--- src/rtl/ctl_alu_pkg.sv ---
package ctl_alu_pkg;
    localparam int CTL_W   = 12;
    // control word bit positions (fixed by the decoder)
    localparam int CB_INV  = 0;
    localparam int CB_INC  = 1;
    localparam int CB_INCC = 2;
    localparam int CB_ADD  = 3;
    localparam int CB_AND  = 4;
    localparam int CB_OR   = 5;
    localparam int CB_XOR  = 6;
    localparam int CB_DEC  = 7;
    localparam int CB_NZC  = 8;
    localparam int CB_ALL  = 9;
    localparam int CB_SHR  = 10;
    localparam int CB_NOWR = 11;
    // flag positions
    localparam int FL_C = 0;
    localparam int FL_Z = 1;
    localparam int FL_N = 2;
    localparam int FL_V = 3;
    typedef logic [3:0] flags_t;
endpackage

--- src/rtl/alu_bin_add.sv ---
module alu_bin_add #(
    parameter int W = 16
) (
    input  logic [W-1:0] a_i,
    input  logic [W-1:0] b_i,
    input  logic         cin_i,
    output logic [W-1:0] sum_o,
    output logic         co_half_o,
    output logic         co_full_o
);
    localparam int H = W / 2;

    logic [H:0]   lo_sum;
    logic [W-H:0] hi_sum;

    always_comb begin
        lo_sum    = {1'b0, a_i[H-1:0]} + {1'b0, b_i[H-1:0]} + {{H{1'b0}}, cin_i};
        hi_sum    = {1'b0, a_i[W-1:H]} + {1'b0, b_i[W-1:H]} + {{(W-H){1'b0}}, lo_sum[H]};
        sum_o     = {hi_sum[W-H-1:0], lo_sum[H-1:0]};
        co_half_o = lo_sum[H];
        co_full_o = hi_sum[W-H];
    end
endmodule

--- src/rtl/alu_bcd_add.sv ---
module alu_bcd_add #(
    parameter int NDIG = 4
) (
    input  logic [4*NDIG-1:0] a_i,
    input  logic [4*NDIG-1:0] b_i,
    input  logic              cin_i,
    output logic [4*NDIG-1:0] sum_o,
    output logic              co_half_o,
    output logic              co_full_o
);
    logic [NDIG:0] cch;
    assign cch[0] = cin_i;

    for (genvar g = 0; g < NDIG; g++) begin : g_dig
        logic [4:0] raw;
        logic       over;
        logic [4:0] adj;
        always_comb begin
            raw  = {1'b0, a_i[4*g +: 4]} + {1'b0, b_i[4*g +: 4]} + {4'd0, cch[g]};
            over = (raw > 5'd9);
            adj  = over ? (raw + 5'd6) : raw;
        end
        assign sum_o[4*g +: 4] = adj[3:0];
        assign cch[g+1]        = over;
    end

    assign co_half_o = cch[NDIG/2];
    assign co_full_o = cch[NDIG];
endmodule

--- src/rtl/alu_shr.sv ---
module alu_shr #(
    parameter int W = 16
) (
    input  logic [W-1:0] val_i,
    input  logic         cfl_i,
    input  logic         rot_i,
    input  logic         byte_i,
    output logic [W-1:0] out_o,
    output logic         lsb_o
);
    localparam int H = W / 2;

    logic top_w;
    logic top_b;

    always_comb begin
        top_w = rot_i ? cfl_i : val_i[W-1];
        top_b = rot_i ? cfl_i : val_i[H-1];
        if (byte_i) out_o = {{(W-H){1'b0}}, top_b, val_i[H-1:1]};
        else        out_o = {top_w, val_i[W-1:1]};
        lsb_o = val_i[0];
    end
endmodule

--- src/rtl/ctl_alu.sv ---
module ctl_alu
    import ctl_alu_pkg::*;
#(
    parameter int DW = 16
) (
    input  logic             clk_i,
    input  logic             rst_ni,
    input  logic             op_vld_i,
    input  logic [CTL_W-1:0] ctl_i,
    input  logic [DW-1:0]    src_i,
    input  logic [DW-1:0]    dst_i,
    input  logic             byte_i,
    input  logic [3:0]       flags_i,
    output logic [DW-1:0]    res_o,
    output logic [3:0]       flags_o,
    output logic             flg_en_o,
    output logic             wr_o
);
    localparam int H    = DW / 2;
    localparam int NDIG = DW / 4;

    typedef struct packed {
        logic [DW-1:0] res;
        flags_t        fl;
        logic          wr;
        logic          fen;
    } alu_st_t;

    alu_st_t st_d, st_q;

    logic [DW-1:0] op_b;
    logic          cin;
    logic [DW-1:0] add_sum, dec_sum, shr_out;
    logic          add_co_h, add_co_f, dec_co_h, dec_co_f, shr_lsb;

    assign op_b = ctl_i[CB_INV] ? ~src_i : src_i;
    assign cin  = ctl_i[CB_INC] | (ctl_i[CB_INCC] & flags_i[FL_C]);

    alu_bin_add #(.W(DW)) u_add (
        .a_i(dst_i), .b_i(op_b), .cin_i(cin),
        .sum_o(add_sum), .co_half_o(add_co_h), .co_full_o(add_co_f)
    );

    alu_bcd_add #(.NDIG(NDIG)) u_bcd (
        .a_i(dst_i), .b_i(op_b), .cin_i(cin),
        .sum_o(dec_sum), .co_half_o(dec_co_h), .co_full_o(dec_co_f)
    );

    alu_shr #(.W(DW)) u_shr (
        .val_i(op_b), .cfl_i(flags_i[FL_C]), .rot_i(ctl_i[CB_INCC]),
        .byte_i(byte_i), .out_o(shr_out), .lsb_o(shr_lsb)
    );

    logic [DW-1:0] unit_r, raw_r, res_m;
    logic          any_unit, upd, z, n, c, v, a_s, b_s, r_s;
    flags_t        fl_new;

    always_comb begin
        unit_r = ({DW{ctl_i[CB_ADD]}} & add_sum)
               | ({DW{ctl_i[CB_AND]}} & (dst_i & op_b))
               | ({DW{ctl_i[CB_OR]}}  & (dst_i | op_b))
               | ({DW{ctl_i[CB_XOR]}} & (dst_i ^ op_b))
               | ({DW{ctl_i[CB_DEC]}} & dec_sum);
        any_unit = |ctl_i[CB_DEC:CB_ADD];
        raw_r    = ctl_i[CB_SHR] ? shr_out : (any_unit ? unit_r : op_b);
        res_m    = byte_i ? {{(DW-H){1'b0}}, raw_r[H-1:0]} : raw_r;

        a_s = byte_i ? dst_i[H-1] : dst_i[DW-1];
        b_s = byte_i ? op_b[H-1]  : op_b[DW-1];
        r_s = byte_i ? res_m[H-1] : res_m[DW-1];
        z   = (res_m == '0);
        n   = r_s;

        if (ctl_i[CB_NZC])       c = ~z;
        else if (ctl_i[CB_SHR])  c = shr_lsb;
        else if (ctl_i[CB_ADD])  c = byte_i ? add_co_h : add_co_f;
        else if (ctl_i[CB_DEC])  c = byte_i ? dec_co_h : dec_co_f;
        else                     c = ~z;

        if (!ctl_i[CB_ALL])      v = flags_i[FL_V];
        else if (ctl_i[CB_SHR])  v = 1'b0;
        else if (ctl_i[CB_ADD])  v = (a_s == b_s) && (r_s != a_s);
        else if (ctl_i[CB_XOR])  v = byte_i ? (dst_i[H-1] & src_i[H-1])
                                            : (dst_i[DW-1] & src_i[DW-1]);
        else                     v = 1'b0;

        fl_new = '0;
        fl_new[FL_C] = c;
        fl_new[FL_Z] = z;
        fl_new[FL_N] = n;
        fl_new[FL_V] = v;
        upd = ctl_i[CB_NZC] | ctl_i[CB_ALL];

        st_d     = st_q;
        st_d.wr  = 1'b0;
        st_d.fen = 1'b0;
        if (op_vld_i) begin
            st_d.res = res_m;
            st_d.fl  = upd ? fl_new : flags_i;
            st_d.wr  = ~ctl_i[CB_NOWR];
            st_d.fen = upd;
        end
    end

    always_ff @(posedge clk_i or negedge rst_ni) begin
        if (!rst_ni) st_q <= '0;
        else         st_q <= st_d;
    end

    assign res_o    = st_q.res;
    assign flags_o  = st_q.fl;
    assign flg_en_o = st_q.fen;
    assign wr_o     = st_q.wr;
endmodule

--- config.mk ---
export PLATFORM = sky130hd
export DESIGN_NAME = ctl_alu
export DESIGN_NICKNAME = d
export VERILOG_FILES = /design/src/rtl/ctl_alu_pkg.sv /design/src/rtl/alu_bin_add.sv /design/src/rtl/alu_bcd_add.sv /design/src/rtl/alu_shr.sv /design/src/rtl/ctl_alu.sv
export SDC_FILE = /design/constraint.sdc
export NUM_CORES = 1
export LEC_CHECK = 0
export BUFFER_PORTS_ARGS = -buffer_cell sky130_fd_sc_hd__buf_2
export CAP_MARGIN = 10
export CORE_MARGIN = 3
export CORE_UTILIZATION = 30
export DETAILED_ROUTE_END_ITERATION = 8
export PLACE_DENSITY = 0.58
export SYNTH_ARGS = -nofsm -noshare
export SYNTH_HDL_FRONTEND = slang
export SYNTH_HIERARCHICAL = 1
export SYNTH_SLANG_ARGS = --single-unit
--- constraint.sdc ---
create_clock -name clk_i -period 1 [get_ports clk_i]
set_input_delay 0 -clock clk_i [delete_from_list [all_inputs] [get_ports clk_i]]
set_output_delay 0 -clock clk_i [all_outputs]
set_load 0.05 [all_outputs]
==> results.yml, run 1 <==
critical_path:
  critPathMaxStageDelay_ns: 0.57
  startpoint_type: "primary input"
  r2r_start: "res_o[13]"
  crit_family: "adder cells"
  r2r-end: "res_o[13]"
  cp_slowest_cell: "fa_2"
  path_buf_inv: 7
  crit_top_cell: "fa_2"
  crit_path_end_kind: "flop"
  cp_max_fo: 3
  cp.required_ns: 1.14
  worst-setup-path-type: "primary input to flop"
  worst_ep_arrival_time_ns: 8.31
  worst-r2r-cell-count: 1
  ff2ff_setup_slack_ns: 0.23
synthesis:
  syn_nets: 631
  synth_area_per_cell_um2: 8.15
  synth_top_cell_area_share: 0.172
  synth_cells: 510
  ys_ff_latch: 22
  synthFlopType: "dfrtp_1"
  syn_area_um2: 4150
  ys_top_cells_by_area: "ha_1 17%, dfrtp_1 13%, fa_1 5.8%"
  synth_compound_area_frac: 0.265
  synth_fa_ha_area_frac: 0.230
  synth_top_family_by_area: "compound AO/OA/AOI/OAI gates"
  yosysTopAreaCell: "ha_1"
  synth.area.mux_share: 0.0479
  synth_edf_count: 0
  async_reset_ff_frac: 1.00
  ys_warn_count: 6
  synthSimpleGateAreaFrac: 0.149
  ys_seq_area_frac: 0.133
  synthXorXnorAreaFrac: 0.0864
  synth_cell_types: 63
status:
  status: "finished with violations"
  violations: "setup timing"
floorplan:
  coreArea_um2: 13400
  start_util: 0.310
  fp.dieH_um: 124
  ios: 74
  die-area_um2: 15300
  rows: 42
  fp.dieW_um: 124
final_layout:
  post-route-util: 0.481
  finalNetCount: 853
  n_antenna_cell: 0
  drive_above_1_share: 0.458
  syn_to_final_growth_pct: 55.1
sta:
  skew_ns: 0
  period_share: 8.17
  rsz0062_at_grt: "yes"
  max_slew_margin: 0.666
  setup_ws_ns: -7.17
  fmax_ghz: 0.122
  hold_slack_ns: 0.0941
  setup_viol: 20
  hold_viol_final: 0
  finalMaxSlewViolations: 0
  tightest_slew_ns: 0.501
  finalCriticalPeriod_ns: 8.17
pwr:
  p_seq_frac: 0.122
  powerDensity_nw_per_um2: 1370
  clockPowerShare: 0.104
  p_int_mw: 5.04
  irDropWorstVdd_mv: 0.801
  netSwitchingPower_mw: 3.76
  switching_share: 0.428
  p_leak_nw: 3.16
  p_comb_frac: 0.774
route:
  drt-vias-per-instance: 5.20
  wire_per_inst_um: 16.2
  dr.first_iter.drc_count: 204
  route.detailed.drc: 0
  via_count: 4718
  dr.pass1.iters: 6
  routed_wl_um: 14700
  ant_nets: 0
flow_run:
  max_cap_viol_count: 0
min_path:
  hold_class: "primary input to flop"
  min_from: "flags_i[1]"
  hold_path_end: "flags_o[1]"
  hold_path_depth: 4
global_routing:
  antenna_found_initial: 0
  grt_overflow: 0
  first_global_vias: 4849
  grt_max_degree: 32
  grt_util_all_layers: 0.188
  grt_pass1_wl_um: 23400
placed_design:
  place_congestion: 0.870
  dp_hpwl_um: 11500
  dp_slack_ns: -7.51
  port_buffers: 73
cts:
  clock_latency_ns: 0.25
  clockBufferDepth: 2
  h-tree-depth: 1
  cts_made_buffers: 3
  ctsRootBufferMaster: "clkbuf_16"
  cts.clk_slew.worst_paths_ns: 0.06
  clock-sinks: 22
  tritoncts: "done"
## layout make-up
type,count,area (um2)
clock buffer,4,88.8
fill,1295,6960
inverter,55,211
multi-input combinational,401,3610
sequential,22,551
tap,176,220
timing repair buffer,249,1760
## per-stage QoR
| step | instances | TNS [ns] | power [mW] | cell area [um2] |
|---|---|---|---|---|
| after floorplan | 510 | -89.72 | 4.69 | 4350 |
| after global placement | 879 | -96.10 | 6.71 | 5900 |
| after detailed placement | 879 | -99.35 | 6.91 | 5900 |
| after CTS | 902 | -93.12 | 8.40 | 6330 |
| after global routing | 907 | -97.80 | 9.45 | 6440 |
| final | 907 | -93.62 | 8.81 | 6440 |
## tightest hold or removal path: stages
cell     delay (ns)
buf_2          0.07
and3_1         0.14
a21oi_1        0.06
nand2_2        0.05
## layer usage
layer / GRT usage / up-vias / share of wire
li1: - / 2301 / -
met1: 0.237 / 2267 / 0.43
met2: 0.351 / 127 / 0.52
met3: 0.0118 / 23 / 0.035
met4: 0.0394 / 0 / 0.020
met5: 0 / - / 0
## layout by cell type (no fill, tap or decap), drive strengths merged, types with 13 or more instances in the layout
cell type  instances
xnor2             15
xor2              26
dfrtp             22
nor2b             13
o21ai             21
ha                57
inv               54
nor2              27
a21oi             47
buf              247
nand2             13
## state kept, by name, summed over array words and instances (netlist names)
signal,flops
wr_o,1
flg_en_o,1
flags_o,4
res_o,16
## worst max-delay path by stage
stage	from	to	slack, ns	cells after the start
after floorplan	ctl_i[0]	flags_o[0]	-7.14	36
after global placement	ctl_i[0]	flags_o[0]	-7.24	36
after detailed placement	ctl_i[0]	flags_o[0]	-7.51	36
after CTS	ctl_i[2]	flags_o[0]	-7.14	37
after global routing	ctl_i[2]	flags_o[0]	-7.45	36
final	ctl_i[2]	flags_o[0]	-7.17	36
## kinds of logic after synthesis
group                    count (synthesis)
AO/OA/AOI/OAI                          161
XOR/XNOR                                41
adder cells (fa/ha/maj)                 69
buffers and inverters                   87
flip-flops                              22
multiplexers                            19
AND/OR/NAND/NOR                        111
## Yosys cell counts (all sizes together), types with 10 or more instances
cell    count
nand2b     10
mux2i      12
clkbuf     16
fa         12
ha         57
a21oi      47
inv        54
dfrtp      22
a22oi      12
o21ai      21
nor2       27
nand2      13
xor2       26
nand3      10
xnor2      15
buf        16
nor2b      13
## power by group through the flow
stage	combinational [mW]	clock [mW]	sequential [mW]
6_report	6.82	0.913	1.07
5_1_grt	7.40	0.965	1.09
4_1_cts	6.39	0.933	1.08
3_5_place_dp	5.82	0	1.09
3_3_place_gp	5.63	0	1.09
2_1_floorplan	3.18	0	1.52
## timing repair
action / 4_1_cts / 5_1_grt
endpoints found under the hold margin: 23 / 0
buffers inserted: 19 / 7
hold buffers: 2 / 0
pin swaps: 21 / 10
resized for setup: 49 / 16
endpoints found under the setup margin: 20 / 20
(Power assumes the default switching activity.)
==> run 2, diff against run 1 <==
Settings changed: BUFFER_PORTS_ARGS -buffer_cell sky130_fd_sc_hd__buf_2 to -buffer_cell sky130_fd_sc_hd__buf_4.
==> results.yml, run 2 (synthesis gave the netlist of run 1 again) <==
placed_design:
  dp_hpwl_um: 11700
  placed_area_um2: 6110
  port_buffers: 73
  placed_cells: 881
  place_congestion: 0.863
  dp_slack_ns: -7.54
pwr:
  switching_share: 0.424
  p_comb_frac: 0.782
  irDropWorstVdd_mv: 0.610
  p_int_mw: 5.32
  netSwitchingPower_mw: 3.91
  clockPowerShare: 0.101
  p_seq_frac: 0.117
  p_leak_nw: 3.26
  powerDensity_nw_per_um2: 1370
sta:
  skew_ns: 0
  finalMaxSlewViolations: 0
  max_slew_margin: 0.601
  tns_ns: -92.33
  period_share: 8.11
  setup_viol: 20
  rsz0062_at_grt: "yes"
  hold_viol_final: 0
  tightest_slew_ns: 0.592
  setup_ws_ns: -7.11
  finalCriticalPeriod_ns: 8.11
  fmax_ghz: 0.123
critical_path:
  cp.required_ns: 1.15
  crit_start: "ctl_i[2]"
  critPathMaxStageDelay_ns: 0.57
  worst-setup-path-type: "primary input to flop"
  worst_ep_arrival_time_ns: 8.26
  cp_slowest_cell: "fa_2"
  crit_path_end_kind: "flop"
  startpoint_type: "primary input"
  crit_top_cell: "fa_2"
  r2r_start: "res_o[13]"
  cp_max_fo: 3
floorplan:
  rows: 42
  die-area_um2: 15300
  fp.dieH_um: 124
  start_util: 0.310
  coreArea_um2: 13400
  fp.dieW_um: 124
  ios: 74
cts:
  clock-sinks: 22
  cts_made_buffers: 3
  tritoncts: "done"
  clockBufferDepth: 2
  cts.clk_slew.worst_paths_ns: 0.06
  clock_latency_ns: 0.26
  ctsRootBufferMaster: "clkbuf_16"
  h-tree-depth: 1
final_layout:
  final_area_um2: 6750
  drive_above_1_share: 0.476
  fill_cells: 1279
  layout_commonest_cell: "buf_4"
  layout_common_cells: "232 x buf_4, 51 x ha_1, 44 x inv_1"
  stdcell_count: 909
  syn_to_final_growth_pct: 62.5
  largest_reg_flops: 16
  finalNetCount: 855
  n_antenna_cell: 0
route:
  route.detailed.drc: 0
  via_count: 4771
  drt-vias-per-instance: 5.25
  dr.first_iter.drc_count: 271
  dr.pass1.iters: 6
  routed_wl_um: 15100
  wire_per_inst_um: 16.6
  ant_nets: 0
global_routing:
  first_global_vias: 4974
  antenna_found_initial: 0
  grt_pass1_wl_um: 23600
  grt_util_all_layers: 0.191
  grt_max_degree: 32
  grt_overflow: 0
status:
  status: "finished with violations"
  violations: "setup timing"
flow_run:
  max_cap_viol_count: 0
min_path:
  hold_class: "primary input to flop"
  min_from: "flags_i[1]"
-- run 2: cell types whose count changed in the layout (fill, tap and decap cells not counted), sizes merged --
cell  change
buf       +2
-- run 2: per-layer routing --
layer  track usage  up-vias  share of wire
met1         0.233     2316           0.42
li1              -     2296              -
met4        0.0630        0          0.030
met5             0        -              0
met2         0.349      126           0.52
met3        0.0209       33          0.030
-- run 2: final timing paths --
| check | end | slack [ns] | cells past startpoint |
|---|---|---|---|
| max reg2reg | res_o[13] | 0.23 | 1 |
| min | flags_o[1] | 0.09 | 4 |
| min in group asynchronous | wr_o | 0.18 | 2 |
| max | flags_o[0] | -7.11 | 36 |
| min reg2reg | res_o[15] | 0.52 | 2 |
| max in group asynchronous | res_o[5] | 0.59 | 2 |
-- run 2: stage by stage --
step                      total power [mW]   util  hold slack, ns
after CTS                             8.82  0.493          0.0814
after detailed placement              7.10  0.456         -0.0893
after floorplan                       4.69      -          -0.296
final                                 9.23  0.504          0.0853
after global placement                6.88  0.456          -0.102
after global routing                  9.89  0.504           0.109
-- run 2: critical path, delay by kind of cell --
family / cells / cell delay [ns]
buffers and inverters: 7 / 0.59
and+or+nand+nor: 4 / 0.96
AOI/OAI and AO/OA: 11 / 2.67
adders and majority gates: 11 / 3.62
xor gates and xnor gates: 3 / 0.39
-- run 2: repair_timing --
item / CTS / global route
buffers inserted: 24 / 17
resized for setup: 50 / 41
hold buffers: 2 / 0
setup endpoints to repair: 20 / 20
pin swaps: 29 / 36
hold endpoints to repair: 23 / 0
-- run 2: area by class of cell --
class | instances | area (um2) | area share
multi-input cells | 401 | 3710 | 0.549
inverters | 55 | 209 | 0.0309
clock buffers | 4 | 88.8 | 0.0132
flip-flops and latches | 22 | 551 | 0.0815
repair buffers | 251 | 1970 | 0.292
well taps | 176 | 220 | 0.0326
-- run 2: power groups by stage --
stage,Combinational [mW],Clock [mW],Sequential [mW]
6_report,7.22,0.932,1.08
5_1_grt,7.80,0.986,1.10
4_1_cts,6.79,0.942,1.08
3_5_place_dp,6.01,0,1.09
3_3_place_gp,5.79,0,1.10
2_1_floorplan,3.18,0,1.52
